`config.mk`:
```
export PLATFORM = sky130hd
export DESIGN_NAME = fcsr_unit
export DESIGN_NICKNAME = d
export VERILOG_FILES = /design/src/rtl/fcsr_pkg.sv /design/src/rtl/fcsr_wmerge.sv /design/src/rtl/fcsr_exc.sv /design/src/rtl/fcsr_ccbank.sv /design/src/rtl/fcsr_unit.sv
export SDC_FILE = /design/constraint.sdc
export NUM_CORES = 1
export LEC_CHECK = 0
export CORE_MARGIN = 2
export CORE_UTILIZATION = 60
export CTS_BUF_LIST = sky130_fd_sc_hd__clkbuf_8 sky130_fd_sc_hd__clkbuf_16
export CTS_CLUSTER_DIAMETER = 60
export CTS_CLUSTER_SIZE = 12
export DETAILED_ROUTE_END_ITERATION = 10
export DONT_BUFFER_PORTS = 1
export PLACE_DENSITY = 0.76
export REMOVE_ABC_BUFFERS = 1
export SYNTH_ARGS = -nofsm -noshare
export SYNTH_HDL_FRONTEND = slang
export SYNTH_SLANG_ARGS = --single-unit
export TNS_END_PERCENT = 20
```
`constraint.sdc`:
```
create_clock -name clk -period 2.2 [get_ports clk]
set_input_delay 0.44 -clock clk [delete_from_list [all_inputs] [get_ports clk]]
set_output_delay 0.44 -clock clk [all_outputs]
set_load 0.005 [all_outputs]
```
`src/rtl/fcsr_pkg.sv`:
```
package fcsr_pkg;

    localparam int unsigned WORD_W     = 32;
    localparam int unsigned RM_LSB     = 0;
    localparam int unsigned RM_W       = 2;
    localparam int unsigned EXC_N      = 5;
    localparam int unsigned FLAG_LSB   = 2;
    localparam int unsigned ENA_LSB    = 7;
    localparam int unsigned CAUSE_LSB  = ENA_LSB + EXC_N;
    localparam int unsigned UNIMPL_POS = CAUSE_LSB + EXC_N;
    localparam int unsigned CC0_POS    = 23;
    localparam int unsigned FLUSH_POS  = 24;
    localparam int unsigned NUM_CC     = 8;
    localparam int unsigned CC_IDX_W   = $clog2(NUM_CC);

    typedef enum logic {
        TR_RUN  = 1'b0,
        TR_HOLD = 1'b1
    } trap_state_e;

    // Bit position of condition code k in the word.
    function automatic int unsigned cc_pos(input int unsigned k);
        return (k == 0) ? CC0_POS : (FLUSH_POS + k);
    endfunction

    // Bits that a software write may change.
    function automatic logic [WORD_W-1:0] wr_mask();
        logic [WORD_W-1:0] m;
        m = '0;
        m[RM_LSB +: RM_W]    = '1;
        m[FLAG_LSB +: EXC_N] = '1;
        m[ENA_LSB +: EXC_N]  = '1;
        m[FLUSH_POS]         = 1'b1;
        return m;
    endfunction

endpackage

```
`src/rtl/fcsr_wmerge.sv`:
```
module fcsr_wmerge
    import fcsr_pkg::*;
(
    input  logic [WORD_W-1:0] cur_word,
    input  logic              wr_hit,
    input  logic [WORD_W-1:0] wr_data,
    output logic [WORD_W-1:0] merged
);
    localparam logic [WORD_W-1:0] MASK = wr_mask();

    always_comb begin
        if (wr_hit)
            merged = (cur_word & ~MASK) | (wr_data & MASK);
        else
            merged = cur_word;
    end
endmodule

```
`src/rtl/fcsr_exc.sv`:
```
module fcsr_exc
    import fcsr_pkg::*;
(
    input  logic [WORD_W-1:0] word_in,
    input  logic              op_valid,
    input  logic [EXC_N:0]    op_exc,
    output logic [WORD_W-1:0] word_out,
    output logic              trap_next,
    output logic              inhibit
);
    logic [EXC_N-1:0] armed;

    always_comb begin
        word_out = word_in;
        if (op_valid) begin
            word_out[CAUSE_LSB +: EXC_N] = op_exc[EXC_N-1:0];
            word_out[UNIMPL_POS]         = op_exc[EXC_N];
            word_out[FLAG_LSB +: EXC_N]  = word_in[FLAG_LSB +: EXC_N] | op_exc[EXC_N-1:0];
        end
    end

    always_comb begin
        armed     = word_out[CAUSE_LSB +: EXC_N] & word_out[ENA_LSB +: EXC_N];
        trap_next = (|armed) | word_out[UNIMPL_POS];
        inhibit   = op_valid & trap_next;
    end
endmodule

```
`src/rtl/fcsr_ccbank.sv`:
```
module fcsr_ccbank
    import fcsr_pkg::*;
#(
    parameter int unsigned N_CC  = NUM_CC,
    parameter int unsigned SEL_W = CC_IDX_W
)(
    input  logic [WORD_W-1:0] word_in,
    input  logic              cc_wr_en,
    input  logic [SEL_W-1:0]  cc_wr_idx,
    input  logic              cc_wr_val,
    input  logic [SEL_W-1:0]  cc_test_idx,
    input  logic [WORD_W-1:0] word_cur,
    output logic [WORD_W-1:0] word_out,
    output logic [N_CC-1:0]   cc_vec,
    output logic              cc_test_bit
);
    logic [N_CC-1:0] upd;

    for (genvar k = 0; k < N_CC; k++) begin : g_cc
        localparam int unsigned P = cc_pos(k);
        assign cc_vec[k] = word_cur[P];
        assign upd[k]    = cc_wr_en && (cc_wr_idx == SEL_W'(k));
    end

    always_comb begin
        word_out = word_in;
        for (int k = 0; k < N_CC; k++) begin
            if (upd[k])
                word_out[cc_pos(k)] = cc_wr_val;
        end
    end

    assign cc_test_bit = cc_vec[cc_test_idx];
endmodule

```
`src/rtl/fcsr_unit.sv`:
```
module fcsr_unit
    import fcsr_pkg::*;
#(
    parameter int unsigned IDX_W   = 5,
    parameter int unsigned CSR_SEL = 31
)(
    input  logic                clk,
    input  logic                rst_n,
    input  logic                cfg_wr_en,
    input  logic [IDX_W-1:0]    cfg_wr_idx,
    input  logic [WORD_W-1:0]   cfg_wr_data,
    input  logic [IDX_W-1:0]    cfg_rd_idx,
    output logic [WORD_W-1:0]   cfg_rd_data,
    input  logic                op_valid,
    input  logic [EXC_N:0]      op_exc,
    input  logic                cc_wr_en,
    input  logic [CC_IDX_W-1:0] cc_wr_idx,
    input  logic                cc_wr_val,
    input  logic [CC_IDX_W-1:0] cc_test_idx,
    output logic                cc_test_bit,
    output logic [RM_W-1:0]     round_mode,
    output logic [NUM_CC-1:0]   cc_bits,
    output logic                trap_req,
    output logic                commit_inhibit
);
    localparam logic [IDX_W-1:0] CSR_ID = IDX_W'(CSR_SEL);

    logic [WORD_W-1:0] word_q;
    logic [WORD_W-1:0] w_merged;
    logic [WORD_W-1:0] w_exc;
    logic [WORD_W-1:0] word_d;
    logic              trap_next;
    logic              wr_hit;
    trap_state_e       state_q;
    trap_state_e       state_d;

    assign wr_hit = cfg_wr_en && (cfg_wr_idx == CSR_ID);

    fcsr_wmerge u_wmerge (
        .cur_word (word_q),
        .wr_hit   (wr_hit),
        .wr_data  (cfg_wr_data),
        .merged   (w_merged)
    );

    fcsr_exc u_exc (
        .word_in   (w_merged),
        .op_valid  (op_valid),
        .op_exc    (op_exc),
        .word_out  (w_exc),
        .trap_next (trap_next),
        .inhibit   (commit_inhibit)
    );

    fcsr_ccbank #(.N_CC(NUM_CC), .SEL_W(CC_IDX_W)) u_cc (
        .word_in     (w_exc),
        .cc_wr_en    (cc_wr_en),
        .cc_wr_idx   (cc_wr_idx),
        .cc_wr_val   (cc_wr_val),
        .cc_test_idx (cc_test_idx),
        .word_cur    (word_q),
        .word_out    (word_d),
        .cc_vec      (cc_bits),
        .cc_test_bit (cc_test_bit)
    );

    always_ff @(posedge clk) begin
        if (!rst_n) word_q <= '0;
        else        word_q <= word_d;
    end

    // Trap-tracking state register
    always_ff @(posedge clk) begin
        if (!rst_n) state_q <= TR_RUN;
        else        state_q <= state_d;
    end

    // Transitions
    always_comb begin
        unique case (state_q)
            TR_RUN:  state_d = trap_next ? TR_HOLD : TR_RUN;
            TR_HOLD: state_d = trap_next ? TR_HOLD : TR_RUN;
            default: state_d = TR_RUN;
        endcase
    end

    // Outputs
    always_comb begin
        trap_req    = (state_q == TR_HOLD);
        round_mode  = word_q[RM_LSB +: RM_W];
        cfg_rd_data = (cfg_rd_idx == CSR_ID) ? word_q : '0;
    end
endmodule

```
# Yosys cells after proc, flatten, opt, wreduce, memory -nomap -nowiden
# Index checks and enable logic that the tools add are counted.
[word_totals]
ff_bits = 33
input_bits = 60
out_inout_bits = 45
wordCells = 60
[classes]
order_cmp = 1
n_eq_ne = 9
n_mux = 15
bitwise_logic = 5
reduce_logical = 19
[op_table]
columns = ["operator", "n"]
rows = [
  ["two-way mux 32 bit", 2],
  ["OR 32 x 25 -> 32 bit", 1],
  ["nonzero test 2 bit", 8],
  ["equality test 3 bit (second input constant)", 4],
  ["equality test 5 bit (second input constant)", 2],
  ["two-way mux 1 bit", 10],
  ["logical AND 1 bit", 9],
  ["equality test 3 x 2 -> 1 bit (second input constant)", 2],
  ["two-way mux 6 bit", 1],
  ["AND 5 bit", 1],
  ["two-way mux 5 bit", 1],
  ["OR 5 bit", 1],
  ["OR reduction 5 bit", 1],
  ["< comparator 3 x 4 -> 1 bit (second input constant)", 1],
  ["binary-select mux 1 bit (select 3 bit)", 1],
  ["equality test 3 x 1 -> 1 bit (second input constant)", 1],
  ["zero test 3 bit", 1],
  ["AND 1 bit", 1],
  ["OR 1 bit", 1],
]

# Longest topological paths before layout
[logic_depth]
word_depth = 8
mapped_depth = 6
depth_no_buf = 5

# By module
# A second synthesis with hierarchy kept.
[unflattened]
cells_unflattened = 275
hier_area_um2 = 2600.0
[modules_own_cells]
columns = ["mod", "n_inst", "cells_per_inst", "area_per_inst_um2", "seq_area_each_um2"]
rows = [
  ["fcsr_unit", 1, 149, 1442.6, 660.6],
  ["fcsr_ccbank", 1, 51, 473.0, 0.0],
  ["fcsr_exc", 1, 42, 346.6, 0.0],
  ["fcsr_wmerge", 1, 33, 337.8, 0.0],
]

# Least setup slack after synthesis
# OpenSTA, ideal clock, no wires.
[synth_path]
path_kind = "input port to output port"
startpoint = "in cfg_wr_idx[3]"
endpoint = "out commit_inhibit"
arrival_ps = 1502
required_time_ps = 1760
path_slack_ps = 258
path_stages = 5
n_path_buf = 0
cell_sequence = "nand4_2 nor2_4 mux2_4 a222oi_1 a21boi_1"
[synth_via]
elab_chain_cells = 8
[synth_rtl]
columns = ["item", "line", "source"]
rows = [
  ["from (decl)", "fcsr_unit.sv:10", "input logic [IDX_W-1:0] cfg_wr_idx,"],
  ["equality test 5 bit *", "fcsr_unit.sv:37", "assign wr_hit = cfg_wr_en && (cfg_wr_idx == CSR_ID);"],
  ["logical AND 1 bit *", "fcsr_unit.sv:37", ""],
  ["two-way mux 32 bit *", "fcsr_wmerge.sv:12", "if (wr_hit)"],
  ["two-way mux 6 bit", "fcsr_exc.sv:15", "if (op_valid) begin"],
  ["AND 5 bit", "fcsr_exc.sv:23", "armed = word_out[CAUSE_LSB +: EXC_N] & word_out[ENA_LSB +: EXC_N];"],
  ["OR reduction 5 bit", "fcsr_exc.sv:24", "trap_next = (|armed) | word_out[UNIMPL_POS];"],
  ["OR 1 bit *", "fcsr_exc.sv:24", ""],
  ["AND 1 bit *", "fcsr_exc.sv:25", "inhibit = op_valid & trap_next;"],
  ["to (decl)", "fcsr_unit.sv:24", "output logic commit_inhibit"],
]
# Mark *: on every way between the ends. The rest lies on a longest branch, timed or not. The select of a mux whose other input is x is not followed.

# Worst setup path in the final report
# Same ends and word-level chain as after synthesis.

==> impl_metrics.ini <==
[global_route]
grt_max_degree = 29
grt_pass1_vias = 1082
antenna_found_initial = 0
grt_pass1_wl_mm = 4.75
grt_overflow = 0
grt_usage_pct = 19.0

[clock_tree]
cts.hold.buffers_added = 0
cts_sinks = 28
numCtsBuffers = 3
cts_tree = built
cts_resized = 0
h-tree-depth = 1
post-cts-setup-buffers = 0
clock_path_buffers = 2
clkTransAtPathRegs_ns = 0.09
worst_skew_pair.late_latency_ns = 0.26
root_buffer = clkbuf_8

[synth]
synth_compound_area_share_pct = 8.80
yosysUniqueCellTypes = 30
synth_seq_cells = 28
synth_top_area_share_pct = 35.2
seq_area_frac_synth_pct = 35.2
synth_area_sq_mm = 0.00159
async_flop_share_pct = 0
synthMuxAreaShare_pct = 18.5
synthFlopType = dfxtp_1
synth.largest_area_cell = dfxtp_1
synth_common_cells = and2_1 (30), dfxtp_1 (28), mux2i_1 (20)
syn-instance-count = 174
synth_top_family_by_area = simple AND/OR/NAND/NOR gates
yosys.area_share.simple_pct = 26.9
synth_most_common_cell = and2_1
synth_edf_count = 0
yosys-top-cells-area = dfxtp_1 (35%), mux2i_1 (13%), and2_1 (12%), buf_4 (8.0%), nor2b_1 (5.9%)
synth.avg_cell_area_sq_um = 9.15
synth_xor_area_share_pct = 0
synth_fa_ha_area_share_pct = 0
yosysWarnings = 0

[power]
p_int_w = 0.000685
p_clk_share_pct = 30.4
swShare_pct = 21.2
p_leak_nw = 0.577
power.total_w = 0.000869
power_switching_w = 0.000184
powerDensity_mw_per_mm2 = 560
vdd_drop_max_uv = 501
p_comb_share_pct = 7.9
pwr-share-seq_pct = 61.7

[placement]
io_buffers = 0
gp_congestion = 0.812
dpl_cell_area_sq_mm = 0.00151
dp_hpwl_mm = 2.23
dp_slack_ns = 0.0988

[worst_setup_path]
start_kind = input pin
startpoint = cfg_wr_idx[3]
arrival_ns = 1.63
r2r-end = trap_req
required_ns = 1.76
cp_max_fo = 5
reg2reg_slack_ns = 0.97
crit_path_end_kind = primary output
crit_end = commit_inhibit
r2r-start = word_q[14]
reg2regPathDepth = 5
worst-setup-path-type = in2out

[routing]
detail_route.vias_per_cell = 5.83
met3_length_um = 239
dr.pass1.iters = 4
wl_mm = 2.91
vias = 1108
drt_iter0_drc = 25
route.detailed.drc = 0
antenna_left = 0
routedWlPerCell_um = 15.3
wl_met2_mm = 1.53
wl_met1_mm = 1.13
top_layer_used = met4

[floorplan]
ios = 105
initial_core_util_pct = 63.7
die_y_um = 55.5
core_sq_mm = 0.00250
die_w_um = 55.5
dieArea_sq_mm = 0.00308
row_count = 18

[timing]
finClkSkew_ns = 0.000643
fin_crit_sh_pct = 93.9
fmax_mhz = 484
maxSlewViolCount = 0
finalHoldViolations = 0
fin_crit_ns = 2.07
setup_viol = 0
grt_setup_unrepaired = false
setup_tns_ns = 0
fin_ws_ns = 0.135

[hold_path]
hold_start = rst_n
holdPathStages = 1
hold_class = in2reg

[flow_run]
max_cap_viol_count = 0

[final_layout]
nNetsFinal = 222
nFillCells = 235
n_antenna_cell = 0
final_area_sq_mm = 0.00155
drive_gt1_share_pct = 7.50
syn_to_final_growth_pct = -2.67
post-route-util_pct = 62.0

[outcome]
outcome = finished, final reports clean
[how the worst min path moves through the flow]
stage / slack [ns] / to
after floorplan: 0.47 / word_q[24]
after global placement: 0.49 / word_q[24]
after detailed placement: 0.52 / word_q[24]
after CTS: 0.28 / word_q[15]
after global routing: 0.28 / word_q[15]
final: 0.29 / word_q[16]
[metal layers]
metal | vias to the layer above | track usage, %
met3 | 2 | 4.92
met2 | 55 | 36.4
li1 | 539 | -
met4 | 0 | 6.27
met5 | - | 0
met1 | 512 | 19.8
[power groups by stage]
stage                     logic [W]  registers (W)  clock network [W]
after floorplan           0.0000592       0.000544                  0
after global placement    0.0000661       0.000547                  0
after detailed placement  0.0000690       0.000548                  0
after CTS                 0.0000690       0.000536           0.000275
after global routing      0.0000762       0.000539           0.000292
final                     0.0000683       0.000536           0.000264
[kinds of logic after synthesis]
group | count (synthesis)
simple gates | 71
flops | 28
buf+inv | 27
mux | 26
compound gates | 21
other cells | 1
[critical path, stage by stage]
cell and delay, ns:
nand4_2 0.11, nor2_4 0.19, mux2_1 0.36, a222oi_1 0.37, a21boi_1 0.15
[area by class of cell]
class / count / area, sq um / area share [%]
flip-flops and latches: 28 / 561 / 36.2
inverters: 4 / 15.0 / 0.969
clock buffers: 3 / 41.3 / 2.66
well taps: 30 / 37.5 / 2.42
multi-input cells: 123 / 881 / 56.8
repair buffers: 2 / 15.0 / 0.969
[cells in the final DEF (no fill, tap or decap), types with 2 or more instances in the layout]
master / n
a211oi_1: 3
a21boi_0: 6
a21boi_1: 2
a21oi_1: 5
and2_1: 30
buf_4: 2
clkbuf_8: 3
conb_1: 5
dfxtp_1: 28
inv_1: 4
mux2_2: 2
mux2i_1: 20
mux4_2: 2
nand2_1: 9
nand2b_1: 2
nand4b_1: 2
nor2_1: 2
nor2b_1: 15
nor3_1: 5
nor3b_1: 2
o21ai_0: 3
[registers in the layout (all words and copies together), names as in the netlist]
register / cells
trap_req: 1
word_q: 27
[per-stage QoR]
stage	std cells	hold WS, ns
floorplan	155	0.474
global placement	187	0.492
detailed placement	187	0.517
CTS	190	0.285
global route	190	0.281
finish	190	0.294
No activity file was read; power rests on OpenSTA's default activity.
